File: src/rtl/byte_cmp_pkg.sv
package byte_cmp_pkg;

    typedef enum logic [2:0] {
        CC_EQ     = 3'd0,
        CC_LT     = 3'd1,
        CC_LE     = 3'd2,
        CC_NEVER  = 3'd3,
        CC_NE     = 3'd4,
        CC_GE     = 3'd5,
        CC_GT     = 3'd6,
        CC_ALWAYS = 3'd7
    } cmp_code_e;

    typedef enum logic [1:0] {
        VL_QUARTER = 2'd0,
        VL_HALF    = 2'd1,
        VL_FULL    = 2'd2,
        VL_FULL_X  = 2'd3
    } vlen_e;

    typedef enum logic {
        ST_IDLE  = 1'b0,
        ST_VALID = 1'b1
    } out_state_e;

endpackage

File: src/rtl/byte_lane_cmp.sv
module byte_lane_cmp
    import byte_cmp_pkg::*;
#(
    parameter int W = 8
) (
    input  logic [W-1:0] a,
    input  logic [W-1:0] b,
    input  logic         is_signed,
    input  cmp_code_e    code,
    output logic         hit
);
    // one extra bit: sign copy when signed, zero when unsigned
    logic signed [W:0] ax;
    logic signed [W:0] bx;
    logic              eq;
    logic              lt;
    logic              base;

    always_comb begin
        ax = {is_signed & a[W-1], a};
        bx = {is_signed & b[W-1], b};
        eq = (ax == bx);
        lt = (ax < bx);
        unique case (code[1:0])
            2'd0:    base = eq;
            2'd1:    base = lt;
            2'd2:    base = lt | eq;
            default: base = 1'b0;
        endcase
        // the upper half of the code set negates the lower half
        hit = base ^ code[2];
    end

endmodule

File: src/rtl/lane_gate.sv
module lane_gate
    import byte_cmp_pkg::*;
#(
    parameter int LANES = 64
) (
    input  vlen_e              vlen,
    input  logic [LANES-1:0]   wmask,
    input  logic               wmask_en,
    output logic [LANES-1:0]   lane_en
);
    localparam int CW = $clog2(LANES + 1);

    logic [CW-1:0] n_active;

    always_comb begin
        unique case (vlen)
            VL_QUARTER: n_active = CW'(LANES / 4);
            VL_HALF:    n_active = CW'(LANES / 2);
            default:    n_active = CW'(LANES);
        endcase
    end

    for (genvar j = 0; j < LANES; j++) begin : g_gate
        assign lane_en[j] = (CW'(j) < n_active) & (~wmask_en | wmask[j]);
    end

endmodule

File: src/rtl/byte_cmp_mask.sv
module byte_cmp_mask
    import byte_cmp_pkg::*;
#(
    parameter int LANE_W = 8,
    parameter int LANES  = 64,
    parameter int VEC_W  = LANE_W * LANES
) (
    input  logic               clk,
    input  logic               rst,
    input  logic               in_valid,
    input  logic [VEC_W-1:0]   src_a,
    input  logic [VEC_W-1:0]   src_b,
    input  logic [1:0]         vlen_sel,
    input  logic               is_signed,
    input  logic [7:0]         pred,
    input  logic [LANES-1:0]   wmask,
    input  logic               wmask_en,
    output logic               out_valid,
    output logic [LANES-1:0]   mask_out
);
    localparam int Q = LANES / 4;
    localparam int H = LANES / 2;

    cmp_code_e        code;
    logic [LANES-1:0] hits;
    logic [LANES-1:0] lane_en;
    logic [LANES-1:0] result_d;
    logic [LANES-1:0] mask_q;
    logic             unused_pred_hi;
    out_state_e       state_q;
    out_state_e       state_d;

    assign code           = cmp_code_e'(pred[2:0]);
    assign unused_pred_hi = ^pred[7:3];   // reserved bits

    for (genvar j = 0; j < LANES; j++) begin : g_lane
        byte_lane_cmp #(.W(LANE_W)) u_cmp (
            .a         (src_a[j*LANE_W +: LANE_W]),
            .b         (src_b[j*LANE_W +: LANE_W]),
            .is_signed (is_signed),
            .code      (code),
            .hit       (hits[j])
        );
    end

    lane_gate #(.LANES(LANES)) u_gate (
        .vlen     (vlen_e'(vlen_sel)),
        .wmask    (wmask),
        .wmask_en (wmask_en),
        .lane_en  (lane_en)
    );

    assign result_d = hits & lane_en;

    // next-state: load on strobe, drain otherwise
    always_comb begin
        unique case (state_q)
            ST_IDLE:  state_d = in_valid ? ST_VALID : ST_IDLE;
            ST_VALID: state_d = in_valid ? ST_VALID : ST_IDLE;
            default:  state_d = ST_IDLE;
        endcase
    end

    // state and result registers
    always_ff @(posedge clk) begin
        if (rst) begin
            state_q <= ST_IDLE;
            mask_q  <= '0;
        end else begin
            state_q <= state_d;
            if (in_valid) mask_q <= result_d;
        end
    end

    // outputs
    always_comb begin
        out_valid = (state_q == ST_VALID);
        mask_out  = mask_q;
    end

    // ---------------- assertions ----------------
    p_len_quarter_r1: assert property (@(posedge clk) disable iff (rst)
        out_valid && $past(vlen_sel) == 2'd0 |-> mask_out[LANES-1:Q] == '0);

    p_len_half_r1: assert property (@(posedge clk) disable iff (rst)
        out_valid && $past(vlen_sel) == 2'd1 |-> mask_out[LANES-1:H] == '0);

    p_never_r4: assert property (@(posedge clk) disable iff (rst)
        out_valid && $past(pred[2:0]) == 3'd3 |-> mask_out == '0);

    p_always_full_r8: assert property (@(posedge clk) disable iff (rst)
        out_valid && $past(pred[2:0]) == 3'd7 && !$past(wmask_en)
        && $past(vlen_sel) >= 2'd2 |-> &mask_out);

    p_zeroing_r7: assert property (@(posedge clk) disable iff (rst)
        out_valid && $past(wmask_en) |-> (mask_out & ~$past(wmask)) == '0);

    p_load_r9: assert property (@(posedge clk) disable iff (rst)
        in_valid |=> out_valid);

    p_hold_r9: assert property (@(posedge clk) disable iff (rst)
        !in_valid |=> !out_valid && $stable(mask_out));

    p_reset_r10: assert property (@(posedge clk)
        rst |=> !out_valid && mask_out == '0);

endmodule

File: config.mk
export PLATFORM = sky130hd
export DESIGN_NAME = byte_cmp_mask
export DESIGN_NICKNAME = d
export VERILOG_FILES = /design/src/rtl/byte_cmp_pkg.sv /design/src/rtl/byte_lane_cmp.sv /design/src/rtl/lane_gate.sv /design/src/rtl/byte_cmp_mask.sv
export SDC_FILE = /design/constraint.sdc
export NUM_CORES = 1
export LEC_CHECK = 0
export BUFFER_PORTS_ARGS = -buffer_cell sky130_fd_sc_hd__buf_4
export CAP_MARGIN = 10
export CORE_AREA = 2 2 452 454
export CTS_CLUSTER_DIAMETER = 200
export DETAILED_ROUTE_END_ITERATION = 6
export DIE_AREA = 0 0 454 456
export MAX_ROUTING_LAYER = met4
export PLACE_DENSITY_LB_ADDON = 0.3
export SLEW_MARGIN = 20
export SYNTH_ARGS = -nofsm -noshare
export SYNTH_HDL_FRONTEND = slang
export SYNTH_HIERARCHICAL = 1
export SYNTH_SLANG_ARGS = --single-unit
File: constraint.sdc
create_clock -name clk -period 2 [get_ports clk]
set_clock_uncertainty 0.2 [all_clocks]
set_input_delay 0.1 -clock clk [delete_from_list [all_inputs] [get_ports clk]]
set_output_delay 0.1 -clock clk [all_outputs]
set_load 0.01 [all_outputs]
==> flow_metrics.tcl, run 1 <==
set metrics [dict create \
    final_common_cell "buf_4" \
    ys_seq_elements 65 \
    syn-num-nets 4515 \
    switching_share_pct 43.3 \
    setup_viol_count_final 0 \
    path_class "primary input to flip-flop" \
    h-tree-depth 3 \
    r2r.worst_path.cells 2 \
    insertion_delay_ns 0.41 \
    crit_start "src_b[31]" \
    drtIter0Drc 1314 \
    rows 165 \
    end_kind "flip-flop" \
    internal-power_uw 6100 \
    placed_area_um2 35100 \
    cp_max_fo 3 \
    dieArea_um2 207000 \
    hpwl_um 150000 \
    power_density_nw_per_um2 298 \
    ir_worst_vdd_uv 478 \
    reg2reg_from "mask_out[2]" \
    timing.rr.end "mask_out[2]" \
    synthCells 2899 \
    synth_top_area_share_pct 29.2 \
    critPathMaxStageDelay_ns 0.33 \
    fin_crit_sh_pct 91.8 \
    grt_pass1_wl_um 218000 \
    status "finished, final reports clean" \
    root_buffer "clkbuf_16" \
    hold_slack_ns 0.0599 \
    syn_avg_cell_area_um2 7.59 \
    slew_headroom_pct 59.8 \
    die_h_um 456 \
    cts_tree "yes" \
    clock_path_buffers 2 \
    power_switching_uw 4660 \
    final_nets 5829 \
    ant_nets 0 \
    cp.depth 11 \
    clk_pin_slew_ns 0.09 \
    start_kind "primary input" \
    crit_arrival_ns 1.99 \
    vias 26800 \
    cp-endpoint "mask_out[3]" \
    post-route-min-period_ns 1.84 \
    ios 1168 \
    start_util_pct 10.9 \
    route.detailed.drc 0 \
    syn_area_um2 22000 \
    combPwrFrac_pct 66.8 \
    slew_viol_final 0 \
    crit_buf_inv 4 \
    instances_no_fill 6925 \
    layout-drive-gt1-share_pct 35.7 \
    ys_seq_area_share_pct 5.91 \
    final_cell_mix "1247 x buf_4, 688 x inv_1, 512 x ha_1, 283 x a21oi_1, 189 x nand3_1" \
    antenna_found_initial 85 \
    first_global_vias 26900 \
    gp_congestion 0.954 \
    critPathSlowestCell "ha_1" \
    cts.sinks 65 \
    place_inst 6818 \
    cp_common_cell "buf_4" \
    die_w_um 454 \
    track_usage_pct 15.7 \
    tightest_slew_ns 0.603 \
    first_pass_iters 7 \
    routed_wl_um 165000 \
    synthTopCellsByArea "ha_1 29%, inv_1 12%, a21oi_1 6.4%, dfxtp_1 5.9%, xor2_1 5.1%" \
    yosysTopAreaCell "ha_1" \
    cap_violations 0 \
    viasPerCell 3.87 \
    fmax_ghz 0.545 \
    grt_overflow 0 \
    path_cells "buf_4, inv_1, ha_1, buf_12, nand3_4, buf_4, a211o_1, and4_1, a211oi_2, nand3_1, a21oi_1" \
    p_seq_share_pct 13.4 \
    rsz0062_at_grt "no" \
    worstPathRequired_ns 2.16 \
    yosys_warnings 6 \
    design_area_um2 36100 \
    grt_max_degree 66 \
    ys_types 36 \
    io_buffers 1162 \
    core_um2 202000 \
    final-hold-violation-count 0 \
    worstHoldPathType "primary input to flip-flop" \
    numCtsBuffers 9 \
    cts_setup_buffers 0 \
    area_delta_synth_final_pct 64.1 \
    wl_per_cell_um 23.9 \
    r2r_slack_ns 1.05 \
    final_util_pct 17.9 \
    p_leak_uw 0.0186 \
    clkPwrFrac_pct 19.7 \
    critPathTopFamily "compound AO/OA/AOI/OAI gates" \
]
power groups by stage:
stage | sequential [µW] | combinational (µW) | clock (µW)
after detailed placement | 1480 | 7150 | 0
after global routing | 1460 | 7950 | 2350
after CTS | 1450 | 7310 | 2360
final | 1440 | 7190 | 2120
after global placement | 1480 | 7080 | 0
after floorplan | 1490 | 3150 | 0
tightest hold or removal path, stage by stage:
cell and delay (ns):
buf_4 0.11, inv_1 0.05, a21boi_1 0.06, buf_4 0.16
nand3_1 0.08, a21oi_1 0.06
logic make-up (layout without fill, tap and decap cells):
kind of cell / Yosys count / in the layout / synth area share [%]
compound gates: 749 / 749 / 26.2
simple gates: 723 / 723 / 20.9
buf+inv: 720 / 2039 / 12.7
fa+ha+maj: 513 / 513 / 29.2
xor+xnor: 129 / 129 / 5.13
flops: 65 / 65 / 5.91
other cells: 0 / 35 / 0
flip-flops by register name (all words and copies together) (netlist names):
register	flops
mask_out	64
out_valid	1
how the worst min path moves through the flow:
| stage | depth (start not counted) | to | startpoint | slack (ns) |
|---|---|---|---|---|
| floorplan | 3 | mask_out[32] | pred[2] | 0.12 |
| global placement | 2 | mask_out[41] | mask_out[41] | 0.26 |
| detailed placement | 2 | mask_out[60] | mask_out[60] | 0.26 |
| CTS | 6 | mask_out[63] | wmask[63] | 0.0009 |
| global route | 6 | mask_out[63] | wmask[63] | 0.04 |
| finish | 6 | mask_out[60] | wmask[60] | 0.06 |
stage by stage:
| stage | setup slack, ns | setup TNS, ns | total power [µW] |
|---|---|---|---|
| final | 0.164 | 0 | 10800 |
| after global placement | -0.800 | -3.69 | 8560 |
| after floorplan | 0.366 | 0 | 4640 |
| after global routing | 0.0475 | 0 | 11800 |
| after CTS | 0.0428 | 0 | 11100 |
| after detailed placement | -0.642 | -3.83 | 8620 |
timing repair:
action	4_1_cts	5_1_grt
setup endpoints to repair	2	2
gates resized for setup	2	3
hold buffers	56	0
endpoints found under the hold margin	55	0
synthesized netlist by cell type, drive strengths merged:
| cell | count |
|---|---|
| nand4b | 64 |
| a21oi | 285 |
| a2111oi | 1 |
| ha | 513 |
| nand2b | 82 |
| xor2 | 128 |
| nand3b | 63 |
| a211oi | 128 |
| nand3 | 191 |
| nor3 | 63 |
| o211a | 63 |
| nand2 | 130 |
| inv | 688 |
| a41oi | 1 |
| o221ai | 1 |
| a22o | 63 |
| buf | 26 |
| dfxtp | 65 |
| xnor2 | 1 |
| and4 | 126 |
| a41o | 1 |
| nor2b | 1 |
| a21boi | 79 |
| a211o | 63 |
| nor2 | 3 |
| clkbuf | 6 |
| o21a | 1 |
| a2bb2oi | 63 |
routing by layer:
metal	wire (µm)	vias up	track usage (%)	part of all wire (%)
li1	-	13100	-	-
met2	86100	812	28.6	52
met1	69000	12700	18.0	42
met3	7230	149	2.69	4.4
met4	2920	0	2.67	1.8
met5	0	-	-	0
final cells by class:
| class | instances | area [µm²] |
|---|---|---|
| well taps | 2672 | 3340 |
| repair buffers | 1335 | 10500 |
| inverters | 688 | 2580 |
| fillers | 22900 | 166000 |
| clock inverters | 5 | 78.8 |
| flip-flops and latches | 65 | 1300 |
| multi-input cells | 2114 | 17900 |
| clock buffers | 11 | 243 |
| diodes | 35 | 87.6 |
(Power assumes the default switching activity.)
==> run 2, diff against run 1 <==
Settings changed: SETUP_SLACK_MARGIN set to 0.5.
==> flow_metrics.tcl, run 2 (same netlist as run 1, synthesis figures left out) <==
set metrics [dict create \
    die_w_um 454 \
    end_kind "flip-flop" \
    grt_overflow 0 \
    track_usage_pct 16.3 \
    hp-start "wmask_en" \
    grt_max_degree 84 \
    status "finished, final reports clean" \
    final-hold-violation-count 0 \
    ios 1168 \
    p_seq_share_pct 12.2 \
    cts.sinks 65 \
    placed_area_um2 38300 \
    critPathSlowestCell "a211o_1" \
    die_h_um 456 \
    fin_crit_sh_pct 77.1 \
    switching_share_pct 44.4 \
    dieArea_um2 207000 \
    viasPerCell 3.91 \
    cp_common_cell "buf_6" \
    fin_tns_setup_ns 0 \
    power_density_nw_per_um2 296 \
    regArea_um2 1300 \
    start_util_pct 10.9 \
    antenna_found_initial 79 \
    path_cells "buf_6, inv_2, ha_4, buf_6, nand3b_1, a211o_1, and4_1, a211oi_2, nand3_1, a21oi_1" \
    layout-drive-gt1-share_pct 45.2 \
    largest_register_ffs 64 \
    start_kind "primary input" \
    insertion_delay_ns 0.42 \
    power_switching_uw 5280 \
    critPathMaxStageDelay_ns 0.38 \
    cp_max_fo 2 \
    rows 165 \
    first_global_vias 27500 \
    instances_no_fill 6953 \
    hold_slack_ns 0.0308 \
    tightest_slew_ns 0.589 \
    combPwrFrac_pct 70.3 \
    final_cell_mix "1243 x buf_4, 671 x inv_1, 311 x ha_1, 256 x a21oi_1, 202 x ha_4" \
    ant_nets 0 \
    slew_headroom_pct 60.7 \
    clock_path_buffers 2 \
    route.detailed.drc 0 \
    final_nets 5858 \
    crit_start "src_b[378]" \
    area_delta_synth_final_pct 82.3 \
    vias 27200 \
    place_inst 6824 \
    fillCellCount 22600 \
    grt_pass1_wl_um 225000 \
    root_buffer "clkbuf_16" \
    cts_tree "yes" \
    path_class "primary input to flip-flop" \
    io_buffers 1162 \
    crit_arrival_ns 1.72 \
    hpwl_um 153000 \
    slew_viol_final 0 \
    worstPathRequired_ns 2.17 \
    internal-power_uw 6600 \
    p_leak_uw 0.0190 \
    numCtsBuffers 9 \
    core_um2 202000 \
    fmax_ghz 0.648 \
    final_common_cell "buf_4" \
    setup_viol_count_final 0 \
    worstHoldPathType "primary input to flip-flop" \
    cap_violations 0 \
    wl_per_cell_um 24.7 \
    routed_wl_um 172000 \
    power_uw 11900 \
    ir_worst_vdd_uv 453 \
    rsz0062_at_grt "yes" \
    first_pass_iters 5 \
    h-tree-depth 3 \
    drtIter0Drc 1548 \
    multiInputGateArea_um2 21400 \
    clkPwrFrac_pct 17.5 \
    design_area_um2 40100 \
    reg2reg_from "mask_out[34]" \
    gp_congestion 1.02 \
    post-route-min-period_ns 1.54 \
    clk_pin_slew_ns 0.10 \
]
[run 2: changes by cell type in the layout (fill, tap and decap cells not counted), moves of 26 or more]
cell and change:
ha_4 +202, nand3_1 -63, a21oi_1 -27, nor3_2 +57, nand3_2 +61, ha_1 -201
nor3_1 -59, a21oi_2 +26
[run 2: layout make-up]
| class | count | area share, % |
|---|---|---|
| inverters | 688 | 6.53 |
| clock buffers | 12 | 0.640 |
| multi-input cells | 2114 | 53.4 |
| flip-flops and latches | 65 | 3.25 |
| clock inverters | 3 | 0.0998 |
| well taps | 2672 | 8.34 |
| diodes | 35 | 0.218 |
| repair buffers | 1364 | 27.5 |
[run 2: worst paths after layout]
kind	end	slack (ns)	cells past startpoint
setup / recovery	mask_out[47]	0.46	10
hold / removal	mask_out[38]	0.03	4
setup reg to reg	mask_out[34]	1.02	2
hold reg to reg	mask_out[44]	0.27	2
[run 2: worst max-delay path, delay by kind of cell]
kind	cells	cell delay, ns
compound gates	3	0.64
simple gates	3	0.53
fa+ha+maj	1	0.25
buf+inv	3	0.18
[run 2: power by group through the flow]
stage | Combinational [µW] | Clock (µW) | Sequential (µW)
5_1_grt | 9170 | 2270 | 1460
3_3_place_gp | 7980 | 0 | 1470
4_1_cts | 8260 | 2290 | 1440
2_1_floorplan | 3710 | 0 | 1490
3_5_place_dp | 8050 | 0 | 1470
6_report | 8350 | 2080 | 1440
[run 2: metrics by stage]
stage          setup slack [ns]  util [%]
6_report                  0.458      19.9
2_1_floorplan             0.475         -
3_3_place_gp             -0.235      19.0
4_1_cts                   0.505      19.5
3_5_place_dp             -0.268      19.0
5_1_grt                   0.419      19.9
[run 2: what timing repair did]
action / CTS / global route
hold buffers: 63 / 0
gates cloned: 1 / 5
setup endpoints to repair: 65 / 46
buffers inserted: 1 / 9
hold endpoints to repair: 62 / 0
gates resized for setup: 16 / 91
pin swaps: 5 / 73
[run 2: metal layers]
layer | GRT usage (%) | vias to the layer above | wire length, µm
met4 | 3.76 | 0 | 3390
met5 | - | - | 0
li1 | - | 13100 | -
met3 | 2.32 | 131 | 9400
met2 | 27.2 | 896 | 83400
met1 | 20.5 | 13000 | 75600
